$ cat src/rtl/rtc_pkg.sv
package rtc_pkg;
  localparam int NF     = 6;
  localparam int DIV_W  = 8;
  localparam int IDX_DAY  = 3;
  localparam int IDX_MON  = 4;
  localparam int IDX_YEAR = 5;
  localparam logic [3:0] A_CTRL = 4'd6;
  localparam logic [3:0] A_DIV  = 4'd7;
  localparam int         A_ALM  = 8;
  localparam logic [3:0] A_EN   = 4'd14;
  localparam logic [3:0] A_FLAG = 4'd15;

  function automatic logic [7:0] f_min(input int f);
    return (f == IDX_DAY || f == IDX_MON) ? 8'h01 : 8'h00;
  endfunction

  function automatic logic [7:0] f_max(input int f);
    case (f)
      0, 1:    return 8'h59;
      2:       return 8'h23;
      3:       return 8'h31;
      4:       return 8'h12;
      default: return 8'h99;
    endcase
  endfunction

  function automatic logic bcd_legal(input logic [7:0] v, input logic [7:0] lo,
                                     input logic [7:0] hi);
    return (v[3:0] <= 4'd9) && (v[7:4] <= 4'd9) && (v >= lo) && (v <= hi);
  endfunction

  function automatic logic [7:0] bcd_inc(input logic [7:0] v);
    return (v[3:0] == 4'd9) ? {v[7:4] + 4'd1, 4'd0} : {v[7:4], v[3:0] + 4'd1};
  endfunction

  // 10 = 2 (mod 4), so a BCD year divides by 4 when lo + 2*hi does
  function automatic logic [7:0] month_days(input logic [7:0] mon, input logic [7:0] yr);
    logic [4:0] r;
    r = {1'b0, yr[3:0]} + {yr[7:4], 1'b0};
    case (mon)
      8'h02:                      return (r[1:0] == 2'd0) ? 8'h29 : 8'h28;
      8'h04, 8'h06, 8'h09, 8'h11: return 8'h30;
      default:                    return 8'h31;
    endcase
  endfunction
endpackage

$ cat src/rtl/rtc_tick_gen.sv
module rtc_tick_gen #(
  parameter int W = 8
) (
  input  logic         clk,
  input  logic         rst,
  input  logic         hold,
  input  logic [W-1:0] divisor,
  output logic         tick
);
  logic [W-1:0] cnt;

  always_ff @(posedge clk) begin
    if (rst || hold) begin
      cnt  <= '0;
      tick <= 1'b0;
    end else begin
      tick <= (cnt >= divisor);
      cnt  <= (cnt >= divisor) ? '0 : cnt + 1'b1;
    end
  end
endmodule

$ cat src/rtl/rtc_bcd_field.sv
module rtc_bcd_field import rtc_pkg::*; #(
  parameter logic [7:0] MIN_V = 8'h00,
  parameter logic [7:0] MAX_V = 8'h59
) (
  input  logic       clk,
  input  logic       rst,
  input  logic       hold,
  input  logic       adv,
  input  logic       wr_en,
  input  logic [7:0] wdata,
  input  logic [7:0] limit,
  output logic [7:0] value,
  output logic       wrap,
  output logic [7:0] next_v
);
  assign wrap   = (value >= limit);
  assign next_v = wrap ? MIN_V : bcd_inc(value);

  always_ff @(posedge clk) begin
    if (rst || hold)  value <= MIN_V;
    else if (wr_en)   value <= bcd_legal(wdata, MIN_V, MAX_V) ? wdata : MIN_V;
    else if (adv)     value <= next_v;
  end
endmodule

$ cat src/rtl/rtc_alarm_bank.sv
module rtc_alarm_bank import rtc_pkg::*; (
  input  logic               clk,
  input  logic               rst,
  input  logic [NF-1:0]      alm_wr,
  input  logic [7:0]         wdata,
  input  logic               en_wr,
  input  logic [NF-1:0]      clr,
  input  logic [NF-1:0]      adv,
  input  logic [NF-1:0][7:0] next_v,
  output logic [NF-1:0][7:0] alarm,
  output logic [NF-1:0]      en,
  output logic [NF-1:0]      flags,
  output logic               irq
);
  logic [NF-1:0] hit;

  always_comb begin
    for (int i = 0; i < NF; i++) hit[i] = adv[i] && (next_v[i] == alarm[i]);
  end

  always_ff @(posedge clk) begin
    for (int i = 0; i < NF; i++) begin
      if (rst)            alarm[i] <= f_min(i);
      else if (alm_wr[i]) alarm[i] <= bcd_legal(wdata, f_min(i), f_max(i)) ? wdata : f_min(i);
    end
  end

  always_ff @(posedge clk) begin
    if (rst) begin
      en    <= '0;
      flags <= '0;
      irq   <= 1'b0;
    end else begin
      if (en_wr) en <= wdata[NF-1:0];
      flags <= (flags & ~clr) | hit;
      irq   <= |(flags & en);
    end
  end
endmodule

$ cat src/rtl/bcd_calendar_rtc.sv
module bcd_calendar_rtc import rtc_pkg::*; #(
  parameter logic [DIV_W-1:0] DIV_RESET = 8'd99
) (
  input  logic       clk,
  input  logic       rst,
  input  logic       bus_wr,
  input  logic [3:0] bus_addr,
  input  logic [7:0] bus_wdata,
  output logic [7:0] bus_rdata,
  output logic       irq
);
  logic               hold_q;
  logic [5:1]         test_q;
  logic [DIV_W-1:0]   div_q;
  logic               tick;
  logic [NF-1:0]      test_v, cnt_wr, alm_wr, adv, wrap, irq_en, flags, clr_v;
  logic [NF-1:0][7:0] cnt, lim, next_v, alarm;
  logic               en_wr;
  logic [7:0]         rd_mux;

  assign test_v = {test_q, 1'b0};

  // bus write decode
  always_comb begin
    for (int i = 0; i < NF; i++) begin
      cnt_wr[i] = bus_wr && (bus_addr == 4'(i));
      alm_wr[i] = bus_wr && (bus_addr == 4'(A_ALM + i));
    end
    en_wr = bus_wr && (bus_addr == A_EN);
    clr_v = (bus_wr && (bus_addr == A_FLAG)) ? bus_wdata[NF-1:0] : '0;
  end

  always_ff @(posedge clk) begin
    if (rst) begin
      hold_q <= 1'b1;
      test_q <= '0;
      div_q  <= DIV_RESET;
    end else if (bus_wr) begin
      if (bus_addr == A_CTRL) begin
        hold_q <= bus_wdata[7];
        test_q <= bus_wdata[5:1];
      end
      if (bus_addr == A_DIV) div_q <= bus_wdata[DIV_W-1:0];
    end
  end

  rtc_tick_gen #(.W(DIV_W)) u_tick (
    .clk(clk), .rst(rst), .hold(hold_q), .divisor(div_q), .tick(tick)
  );

  // carry chain: each field steps on a carry or, in test mode, on every tick
  always_comb begin
    logic carry;
    carry = tick;
    for (int i = 0; i < NF; i++) begin
      adv[i] = (carry || (tick && test_v[i])) && !cnt_wr[i] && !hold_q;
      carry  = adv[i] && wrap[i];
    end
  end

  for (genvar i = 0; i < NF; i++) begin : g_field
    if (i == IDX_DAY) begin : g_lim_day
      assign lim[i] = month_days(cnt[IDX_MON], cnt[IDX_YEAR]);
    end else begin : g_lim_fix
      assign lim[i] = f_max(i);
    end
    rtc_bcd_field #(.MIN_V(f_min(i)), .MAX_V(f_max(i))) u_fld (
      .clk(clk), .rst(rst), .hold(hold_q), .adv(adv[i]), .wr_en(cnt_wr[i]),
      .wdata(bus_wdata), .limit(lim[i]), .value(cnt[i]), .wrap(wrap[i]),
      .next_v(next_v[i])
    );
  end

  rtc_alarm_bank u_alarm (
    .clk(clk), .rst(rst), .alm_wr(alm_wr), .wdata(bus_wdata), .en_wr(en_wr),
    .clr(clr_v), .adv(adv), .next_v(next_v), .alarm(alarm), .en(irq_en),
    .flags(flags), .irq(irq)
  );

  always_comb begin
    rd_mux = 8'h00;
    for (int i = 0; i < NF; i++) begin
      if (bus_addr == 4'(i))         rd_mux = cnt[i];
      if (bus_addr == 4'(A_ALM + i)) rd_mux = alarm[i];
    end
    case (bus_addr)
      A_CTRL:  rd_mux = {hold_q, 1'b0, test_q, 1'b0};
      A_DIV:   rd_mux = 8'(div_q);
      A_EN:    rd_mux = {{(8-NF){1'b0}}, irq_en};
      A_FLAG:  rd_mux = {{(8-NF){1'b0}}, flags};
      default: ;
    endcase
  end

  always_ff @(posedge clk) begin
    if (rst) bus_rdata <= 8'h00;
    else     bus_rdata <= rd_mux;
  end
endmodule

$ cat config.mk
export PLATFORM = sky130hd
export DESIGN_NAME = bcd_calendar_rtc
export DESIGN_NICKNAME = d
export VERILOG_FILES = /design/src/rtl/rtc_pkg.sv /design/src/rtl/rtc_tick_gen.sv /design/src/rtl/rtc_bcd_field.sv /design/src/rtl/rtc_alarm_bank.sv /design/src/rtl/bcd_calendar_rtc.sv
export SDC_FILE = /design/constraint.sdc
export NUM_CORES = 1
export LEC_CHECK = 0
export ABC_AREA = 1
export BUFFER_PORTS_ARGS = -buffer_cell sky130_fd_sc_hd__buf_2
export CAP_MARGIN = 30
export CORE_MARGIN = 4
export CORE_UTILIZATION = 45
export DETAILED_ROUTE_END_ITERATION = 10
export PLACE_DENSITY = 0.64
export SYNTH_ARGS = -nofsm -noshare
export SYNTH_HDL_FRONTEND = slang
export SYNTH_SLANG_ARGS = --single-unit
$ cat constraint.sdc
create_clock -name clk -period 2.75 [get_ports clk]
set_input_delay 0.55 -clock clk [delete_from_list [all_inputs] [get_ports clk]]
set_output_delay 0.55 -clock clk [all_outputs]
set_load 0.01 [all_outputs]
==> results_dict.tcl, run 1 <==
set metrics [dict create \
    cts_sinks 140 \
    synth_top_area_share_pct 33.5 \
    status "completed" \
    drt_first_iter_violations 940 \
    grtUsageTotal_pct 26.1 \
    synth_nets 1294 \
    root_buffer "clkbuf_16" \
    period_needed_ps 2620 \
    path_cells "buf_4 -> ha_2 -> nand4_1 -> o21ai_1 -> nor2_1 -> ha_2 -> nand2_1 -> nand2_1 -> nand2_2 -> a21oi_2 -> nand2_2 -> inv_2 -> o211ai_1 -> xor2_1 -> nand3_1 -> nor3_2 -> nand3_2 -> a21oi_2" \
    crit_slowest_cell "dfxtp_2" \
    avgSynthCellArea_um2 6.70 \
    post_drt_wl_per_cell_um 17.3 \
    vdd.ir_drop.worst_v 0.000472 \
    numCtsBuffers 17 \
    power.total_mw 4.75 \
    dieWidth_um 144 \
    layout_setup_ws_ps 128 \
    num_vias 8767 \
    synth_edf_count 0 \
    p_sw_share_pct 25.0 \
    worstPathRequired_ps 3130 \
    switchingPower_mw 1.19 \
    rows 49 \
    ant_nets 0 \
    diodes 0 \
    relSlewSlack_pct 64.6 \
    hpwlAfterDp_um 20400 \
    combPwrFrac_pct 6.8 \
    drv_cap 0 \
    cp-end-kind "register" \
    synth-seq-cells 140 \
    core_area_um2 18100 \
    clockBufferDepth 2 \
    synth.distinct_cells 51 \
    crit_type "register to register" \
    synth-simple-area-share_pct 28.5 \
    die_h_um 144 \
    seq_power_share_pct 43.5 \
    startpoint_type "register" \
    setup_viol 0 \
    firstDrtPassIters 5 \
    power_frac_clock_pct 49.8 \
    p_leak_nw 4.09 \
    drcViolationCount 0 \
    start_util_pct 46.2 \
    vias_per_cell 5.65 \
    grt_remaining_overflow 0 \
    grt_first_pass_wirelength_um 42400 \
    ios 24 \
    layout-drive-gt1-share_pct 15.3 \
    synthAdderAreaFrac_pct 4.18 \
    fmax_ghz 0.381 \
    yosysTopAreaCell "dfxtp_1" \
    arrival_ps 3000 \
    antenna_found_initial 0 \
    synth_xor_area_share_pct 4.18 \
    grt_pass1_vias 7972 \
    p_int_mw 3.56 \
    ys.flop_type "dfxtp_1" \
    synth_area_leaders "dfxtp_1, nand2_1, a21oi_1" \
    design.die.area_um2 20900 \
    nNetsFinal 1354 \
    synth_compound_area_share_pct 20.1 \
    slew_viol_final 0 \
    htreeDepth 4 \
    yosysSeqAreaShare_pct 33.5 \
    muxShareOfSynthArea_pct 0 \
    worstMarginPinSlew_ps 529 \
    cts_tree "done" \
    critPathTopFamily "simple AND/OR/NAND/NOR gates" \
    max_stage_delay_ps 320 \
    area_growth_pct 16.3 \
    path_clk_slew_ps 70 \
    cellPowerDensity_nw_per_um2 488 \
    place_congestion 0.977 \
    setup_tns_ps 0 \
    io_buffers 23 \
    yosys_warnings 0 \
    crit_fanout 5 \
    finClkSkew_ps 11.6 \
    hp-class "primary input to register" \
    dp_slack_ps -4.68 \
    hold_violations 0 \
    crit_buf_inv 2 \
    fin_crit_sh_pct 95.3 \
    async_flop_share_pct 0 \
    syn_area_um2 8380 \
    netlist_instances 1251 \
    clk_latency_ps 440 \
    synth_top_family_by_area "simple AND/OR/NAND/NOR gates" \
    grt_max_degree 31 \
    routed_wl_um 26900 \
    fin_util_pct 53.7 \
]
-- metal layers --
metal / global-route usage, % / wire (µm) / up-vias
met1: 37.6 / 12200 / 4050
met3: 4.33 / 2100 / 68
met5: 0 / 0 / -
li1: - / - / 4267
met4: 9.72 / 861 / 0
met2: 39.1 / 11800 / 382
-- worst reg2reg max path: stages (launching register included) --
cell      delay [ps]
dfxtp_2          320
buf_4            150
ha_2             200
nand4_1           70
o21ai_1           70
nor2_1           130
ha_2             180
nand2_1           50
nand2_1           70
nand2_2           50
a21oi_2          140
nand2_2          110
inv_2             80
o211ai_1         140
xor2_1           210
nand3_1          130
nor3_2           200
nand3_2          130
a21oi_2          140
-- cell families (layout without fill, tap and decap cells) --
logic type      count (synthesis)  count (layout)
buf+inv                       207             279
xor+xnor                       40              40
flops                         140             140
compound gates                302             302
fa+ha+maj                      28              28
simple gates                  534             535
-- area by class of cell --
| type | count | area [µm²] |
|---|---|---|
| sequential | 140 | 2820 |
| fill | 1853 | 8410 |
| inverter | 173 | 658 |
| timing repair buffer | 74 | 498 |
| tap | 229 | 287 |
| clock inverter | 15 | 175 |
| clock buffer | 17 | 425 |
| multi-input combinational | 905 | 4880 |
-- final timing paths --
path / startpoint / endpoint / slack (ps) / depth (start not counted)
max: g_field[4].u_fld.value[4] / u_alarm.flags[3] / 130 / 18
min: bus_wdata[6] / u_alarm.alarm[46] / 450 / 3
max reg2reg: g_field[4].u_fld.value[4] / u_alarm.flags[3] / 130 / 18
min reg2reg: u_tick.cnt[0] / u_tick.cnt[0] / 470 / 1
-- flip-flops by register name, indices dropped and copies added, names as in the netlist --
name and cells:
g_field.u_fld.value 48, test_q 5, u_alarm.flags 6, u_alarm.alarm 48
u_alarm.irq 1, hold_q 1, u_tick.cnt 8, u_tick.tick 1
bus_rdata 8, div_q 8, u_alarm.en 6
-- power by group through the flow --
| stage | clock, mW | combinational, mW | sequential (mW) |
|---|---|---|---|
| floorplan | 0 | 0.181 | 2.11 |
| global placement | 0 | 0.309 | 2.11 |
| detailed placement | 0 | 0.310 | 2.11 |
| CTS | 2.39 | 0.312 | 2.07 |
| global route | 2.49 | 0.345 | 2.07 |
| finish | 2.37 | 0.321 | 2.07 |
-- timing repair --
item                       CTS  global route
pin swaps                    0            13
hold buffers                 0             0
setup endpoints to repair    1            15
resized for setup            1            41
hold endpoints to repair     0             0
cloned                       0             1
setup buffers                0             4
-- cell usage after synthesis, types with 3 or more instances --
cell type  number
nand2_1       259
inv_1         155
dfxtp_1       140
a21oi_1       133
nor2_1        124
o21ai_0        95
nand3_1        55
xor2_1         30
ha_1           28
clkbuf_1       26
nand4_1        25
nor3_1         23
o22ai_1        16
inv_2          14
o211ai_1       13
nor2_2         10
or2_2          10
xnor2_1        10
a221oi_1        9
o21ai_1         9
a31oi_1         8
buf_2           5
nand2_2         5
o2111ai_1       5
nor2_4          4
nand2_4         3
nand3_2         3
nor2_8          3
nor3b_1         3
-- placed cells by master, fill, tap and decap left out, drive strengths merged, types with 9 or more instances in the layout --
cell type / instances
nor2: 141
or2: 10
buf: 74
inv: 171
ha: 28
xor2: 30
a21oi: 135
nand4: 26
nor3: 25
dfxtp: 140
o211ai: 13
xnor2: 10
clkinv: 10
clkbuf: 17
nand3: 58
o21ai: 104
nand2: 268
o22ai: 16
a221oi: 9
-- stage by stage --
step           instances  area [µm²]  hold slack (ps)
2_1_floorplan       1251        8380              425
3_3_place_gp        1516        8990              450
3_5_place_dp        1516        8990              463
4_1_cts             1548        9590              440
5_1_grt             1553        9740              475
6_report            1553        9740              448
Power figures use the tool's default switching activity.
==> run 2, diff against run 1 <==
Settings changed: GPL_TIMING_DRIVEN from default to 0, PLACE_DENSITY 0.64 to 0.63, SYNTH_HIERARCHICAL from default to 1.
==> run 2 against run 1 <==
The run now ends with negative setup slack left. Count of clock-buffer cells in the layout increased by 2. Critical path depth is 7 higher. Synthesized cell count up 39%. Combinational power up 40%. Sequential share of layout area shrank 6.7 points. Core utilization fell by 1.4 points. Sequential power barely moved. Worst setup slack worse by 440 ps. Die area is 30% higher. Register-to-register slack got worse by 440 ps. Clock power increased by 6%. Total power grew 5.7%.
==> results_dict.tcl, run 2 <==
set metrics [dict create \
    status "complete, but fails checks" \
    violations "negative setup slack" \
    final_cell_mix "nand2_1, inv_1, a21oi_1" \
    nNetsFinal 1924 \
    hpwlAfterDp_um 25900 \
    drcViolationCount 0 \
    startpoint_type "register" \
    hp-class "register to register" \
    routed_wl_um 35600 \
    worstPathRequired_ps 3110 \
    area_growth_pct 14.9 \
    slew_viol_final 0 \
    period_needed_ps 3060 \
    fmax_ghz 0.327 \
    syn_area_um2 11000 \
    relSlewSlack_pct 48.2 \
    layout_setup_ws_ps -311 \
    fin_crit_sh_pct 111 \
    synth_area_leaders "dfxtp_1, nand2_1, inv_1" \
    synth_edf_count 0 \
    grtUsageTotal_pct 26.2 \
    numCtsBuffers 17 \
    dieWidth_um 165 \
    core_area_um2 24200 \
    ys.flop_type "dfxtp_1" \
    async_flop_share_pct 0 \
    reg_top3 "g_field.u_fld/value: 48 flops, u_alarm/alarm: 48 flops" \
    n_fill_cell 2518 \
    rsz0062_at_grt "true" \
    final_common_cell "nand2_1" \
    ant_nets 0 \
    avgSynthCellArea_um2 6.37 \
    crit_type "register to register" \
    num_vias 11500 \
    io_buffers 23 \
    whs_ps 471 \
    clk_latency_ps 430 \
    synthTopCellsByCount "nand2_1, inv_1, a21oi_1" \
    vias_per_cell 5.28 \
    cts_tree "done" \
    reg2reg_slack_ps -310 \
    netlist_instances 1734 \
    cp-end-kind "register" \
    postCtsHoldBufs 0 \
    synth_top_area_share_pct 25.4 \
    drv_cap 0 \
    cellPowerDensity_nw_per_um2 396 \
    crit_fanout 9 \
    multi_input_area_um2 7210 \
    design.die.area_um2 27100 \
    ios 24 \
    setup_viol 23 \
    path_clk_slew_ps 70 \
    die_h_um 165 \
    arrival_ps 3420 \
    firstDrtPassIters 7 \
    drt_first_iter_violations 1058 \
    grt_remaining_overflow 0 \
    layout-drive-gt1-share_pct 13.2 \
    clockBufferDepth 2 \
    dp_slack_ps -1130 \
    yosysTopAreaCell "dfxtp_1" \
    seqCellArea_um2 2820 \
    finClkSkew_ps 11.4 \
    hold_violations 0 \
    grt_first_pass_wirelength_um 56200 \
    place_congestion 0.958 \
    yosys_warnings 6 \
    rows 57 \
    grt_max_degree 19 \
    yosysSeqAreaShare_pct 25.4 \
    start_util_pct 45.5 \
    synth-seq-cells 140 \
    vdd.ir_drop.worst_v 0.000357 \
    root_buffer "clkbuf_16" \
    cts_sinks 140 \
    worstMarginPinSlew_ps 776 \
    synth.distinct_cells 53 \
    grt_pass1_vias 10500 \
    p_leak_nw 5.77 \
    synth.most_common_cell "nand2_1" \
    post_drt_wl_per_cell_um 16.4 \
    power.total_mw 5.02 \
    htreeDepth 4 \
    antenna_found_initial 1 \
]
[run 2: changes by cell type after synthesis, sizes merged, moves of 9 or more]
| cell | delta |
|---|---|
| ha | +47 |
| nand3 | +70 |
| a21oi | +28 |
| inv | +126 |
| o21ai | +11 |
| clkbuf | -15 |
| buf | +18 |
| nand2 | +140 |
| nor2 | +25 |
| nand4 | +46 |
| o22ai | -9 |
[run 2: cell families (layout without fill, tap and decap cells)]
kind of cell / count (synthesis) / after routing / synth area share [%]
other: 2 / 46 / 0.0680
AOI/OAI and AO/OA: 314 / 314 / 15.7
adders and majority gates: 75 / 75 / 8.50
and+or+nand+nor: 826 / 827 / 34.6
xor gates and xnor gates: 39 / 39 / 3.09
buffers and inverters: 338 / 407 / 12.6
DFF: 140 / 140 / 25.4
[run 2: worst max-delay path, stage by stage, from the launching register on]
cell and delay (ps):
dfxtp_4 390, inv_1 70, ha_1 280, inv_1 30
nand2_1 60, nand2_1 50, nand2_1 50, nand2_1 60
nand2_2 80, nand2_4 90, nand2_4 100, nand3_2 110
nand2_1 100, nand3_2 120, nand2_1 100, nand3_2 110
nand2_2 110, nand3_4 110, nand2_2 80, nand3_2 90
a21oi_4 200, buf_4 140, nand3_1 80, nor2_2 120
nand3_2 110, a21oi_2 140
[run 2: stage by stage]
stage,cells,cell area [µm²],util (%),setup TNS (ps)
final,2172,12700,52.3,-4590
after global routing,2172,12700,52.3,-9460
after CTS,2167,12600,51.9,-4820
after detailed placement,2124,11700,48.4,-23480
after global placement,2124,11700,48.4,-22500
after floorplan,1777,11200,-,0
[run 2: repair_timing]
action,4_1_cts,5_1_grt
gates cloned,1,0
buffers inserted,10,5
pin swaps,21,14
gates resized for setup,39,22
setup endpoints to repair,42,42
[run 2: final cells by class]
| cell class | instances | share of cell area (%) |
|---|---|---|
| Inverter | 301 | 9.03 |
| Tap cell | 324 | 3.20 |
| Antenna cell | 1 | 0.0197 |
| Timing Repair Buffer | 37 | 1.83 |
| Multi-Input combinational cell | 1300 | 56.8 |
| Clock buffer | 19 | 3.49 |
| Sequential cell | 140 | 22.3 |
| Buffer | 37 | 1.95 |
| Clock inverter | 13 | 1.39 |
[run 2: metal layers]
metal	track usage [%]	share of wire (%)	up-vias
met2	44.0	47	379
met3	3.44	7.0	47
met1	35.9	44	5224
li1	-	-	5814
met4	6.09	1.7	0
met5	0	0	-
[run 2: path summary, 6_finish.rpt]
path / from / to / cells past startpoint
setup / recovery: g_field[0].u_fld/value[0] / u_alarm/flags[5] / 25
hold / removal: u_alarm/alarm[31] / u_alarm/alarm[31] / 2
setup reg to reg: g_field[0].u_fld/value[0] / u_alarm/flags[5] / 25
hold reg to reg: u_alarm/alarm[31] / u_alarm/alarm[31] / 2
[run 2: power breakdown]
part	switching (mW)	internal, mW
Combinational	0.326	0.123
Sequential	0.0201	2.05
Clock	1.03	1.48
Total	1.38	3.65
==> run 3, diff against run 2 <==
Settings changed: CORE_UTILIZATION 45 to 40, PLACE_DENSITY 0.63 to 0.58.
==> run 3 against run 2 <==
The run still ends with negative setup slack left. Critical path type unchanged. Fmax grew 0.54%. Total power grew 7.9%. Flip-flop and latch count is the same. Worst setup slack gained 16 ps.
==> results_dict.tcl, run 3 (same netlist as run 2, synthesis figures left out) <==
set metrics [dict create \
    grt_pass1_vias 10500 \
    htreeDepth 4 \
    final_cell_mix "nand2_1, inv_1, a21oi_1" \
    p_leak_nw 5.84 \
    drcViolationCount 0 \
    grt_first_pass_wirelength_um 56300 \
    rsz0062_at_grt "true" \
    cts_sinks 140 \
    hold_violations 0 \
    setup_viol 19 \
    wl_met2_um 15800 \
    vias_per_cell 5.20 \
    io_buffers 23 \
    num_vias 11400 \
    slew_viol_final 0 \
    rows 60 \
    grt_remaining_overflow 0 \
    final_common_cell "nand2_1" \
    arrival_ps 3400 \
    routed_wl_um 35400 \
    hold_depth 2 \
    worstMarginPinSlew_ps 767 \
    status "complete, but fails checks" \
    reg_top3 "g_field.u_fld/value: 48 flops, u_alarm/alarm: 48 flops" \
    hpwlAfterDp_um 25900 \
    dieWidth_um 174 \
    relSlewSlack_pct 48.9 \
    setup_tns_ps -4130 \
    post_drt_wl_per_cell_um 16.2 \
    grt_max_degree 19 \
    numCtsBuffers 17 \
    die_h_um 174 \
    hp-class "register to register" \
    layout_setup_ws_ps -295 \
    postCtsHoldBufs 0 \
    area_growth_pct 16.1 \
    period_needed_ps 3050 \
    nNetsFinal 1926 \
    place_congestion 0.925 \
    drt_first_iter_violations 1146 \
    crit_type "register to register" \
    met3_length_um 1760 \
    firstDrtPassIters 6 \
    dp_slack_ps -1140 \
    violations "negative setup slack" \
    cts_tree "done" \
    antenna_found_initial 2 \
    finClkSkew_ps 7.67 \
    drv_cap 0 \
    r2r.worst_path.cells 21 \
    power.total_mw 5.42 \
    layout-drive-gt1-share_pct 13.2 \
    clockBufferDepth 2 \
    root_buffer "clkbuf_16" \
    start_util_pct 40.9 \
    placed_area_um2 11700 \
    design.die.area_um2 30300 \
    drt-met1-wl_um 17200 \
    clk_latency_ps 430 \
    ant_nets 0 \
    routed.top_layer "met4" \
    cellPowerDensity_nw_per_um2 423 \
    fin_crit_sh_pct 111 \
    cp-end-kind "register" \
    path_clk_slew_ps 70 \
    startpoint_type "register" \
    fmax_ghz 0.328 \
    whs_ps 473 \
    core_area_um2 27000 \
    crit_fanout 4 \
    worstPathRequired_ps 3110 \
    post-route-cell-area_um2 12800 \
    ios 24 \
    grtUsageTotal_pct 23.1 \
    vdd.ir_drop.worst_v 0.000304 \
]
[run 3: through the flow]
| step | util [%] | instances |
|---|---|---|
| 2_1_floorplan | - | 1777 |
| 3_3_place_gp | 43.5 | 2141 |
| 3_5_place_dp | 43.5 | 2141 |
| 5_1_grt | 47.4 | 2191 |
| 6_report | 47.4 | 2191 |
| 4_1_cts | 46.9 | 2183 |
[run 3: cell type report]
type	count	area (µm²)
fill	2819	14200
multi-input combinational	1299	7190
sequential	140	2830
inverter	301	1140
clock buffer	22	474
tap	341	427
clock inverter	10	256
timing repair buffer	40	254
buffer	37	248
antenna	1	2.50
[run 3: timing repair]
| action | 4_1_cts | 5_1_grt |
|---|---|---|
| setup buffers | 10 | 7 |
| cloned | 0 | 0 |
| resized for setup | 33 | 25 |
| hold endpoints to repair | 0 | 0 |
| pin swaps | 21 | 22 |
| endpoints found under the setup margin | 42 | 42 |
[run 3: worst max-delay path, cell delays in order (launching register included)]
cell and delay (ps):
dfxtp_4 350, nor4_4 280, nand4_1 150, buf_6 170, o31ai_4 220, ha_1 290
inv_2 50, nand2_2 50, nand2_2 50, nand2_1 40, nand2_1 50, nand2_1 60
nand2_2 90, nand2_4 70, buf_4 140, buf_4 140, nor2_4 120, xnor2_2 120
nand3_1 100, nor2_2 110, nand3_2 150, a21oi_2 170
[run 3: layer usage]
| layer | vias to the layer above | GRT usage [%] |
|---|---|---|
| li1 | 5809 | - |
| met1 | 5220 | 33.4 |
| met2 | 335 | 36.7 |
| met3 | 39 | 2.20 |
| met4 | 0 | 6.30 |
| met5 | - | 0 |
[run 3: power breakdown]
group	switching, mW	leakage (nW)	internal, mW
Clock	0.941	0.351	1.96
Sequential	0.0205	1.14	2.05
Combinational	0.324	4.35	0.124
[run 3: path summary, 6_finish.rpt]
kind | from | endpoint | slack (ps)
min reg2reg | u_alarm/alarm[31] | u_alarm/alarm[31] | 470
min | u_alarm/alarm[31] | u_alarm/alarm[31] | 470
max reg2reg | g_field[4].u_fld/value[4] | u_alarm/flags[3] | -300
max | g_field[4].u_fld/value[4] | u_alarm/flags[3] | -300
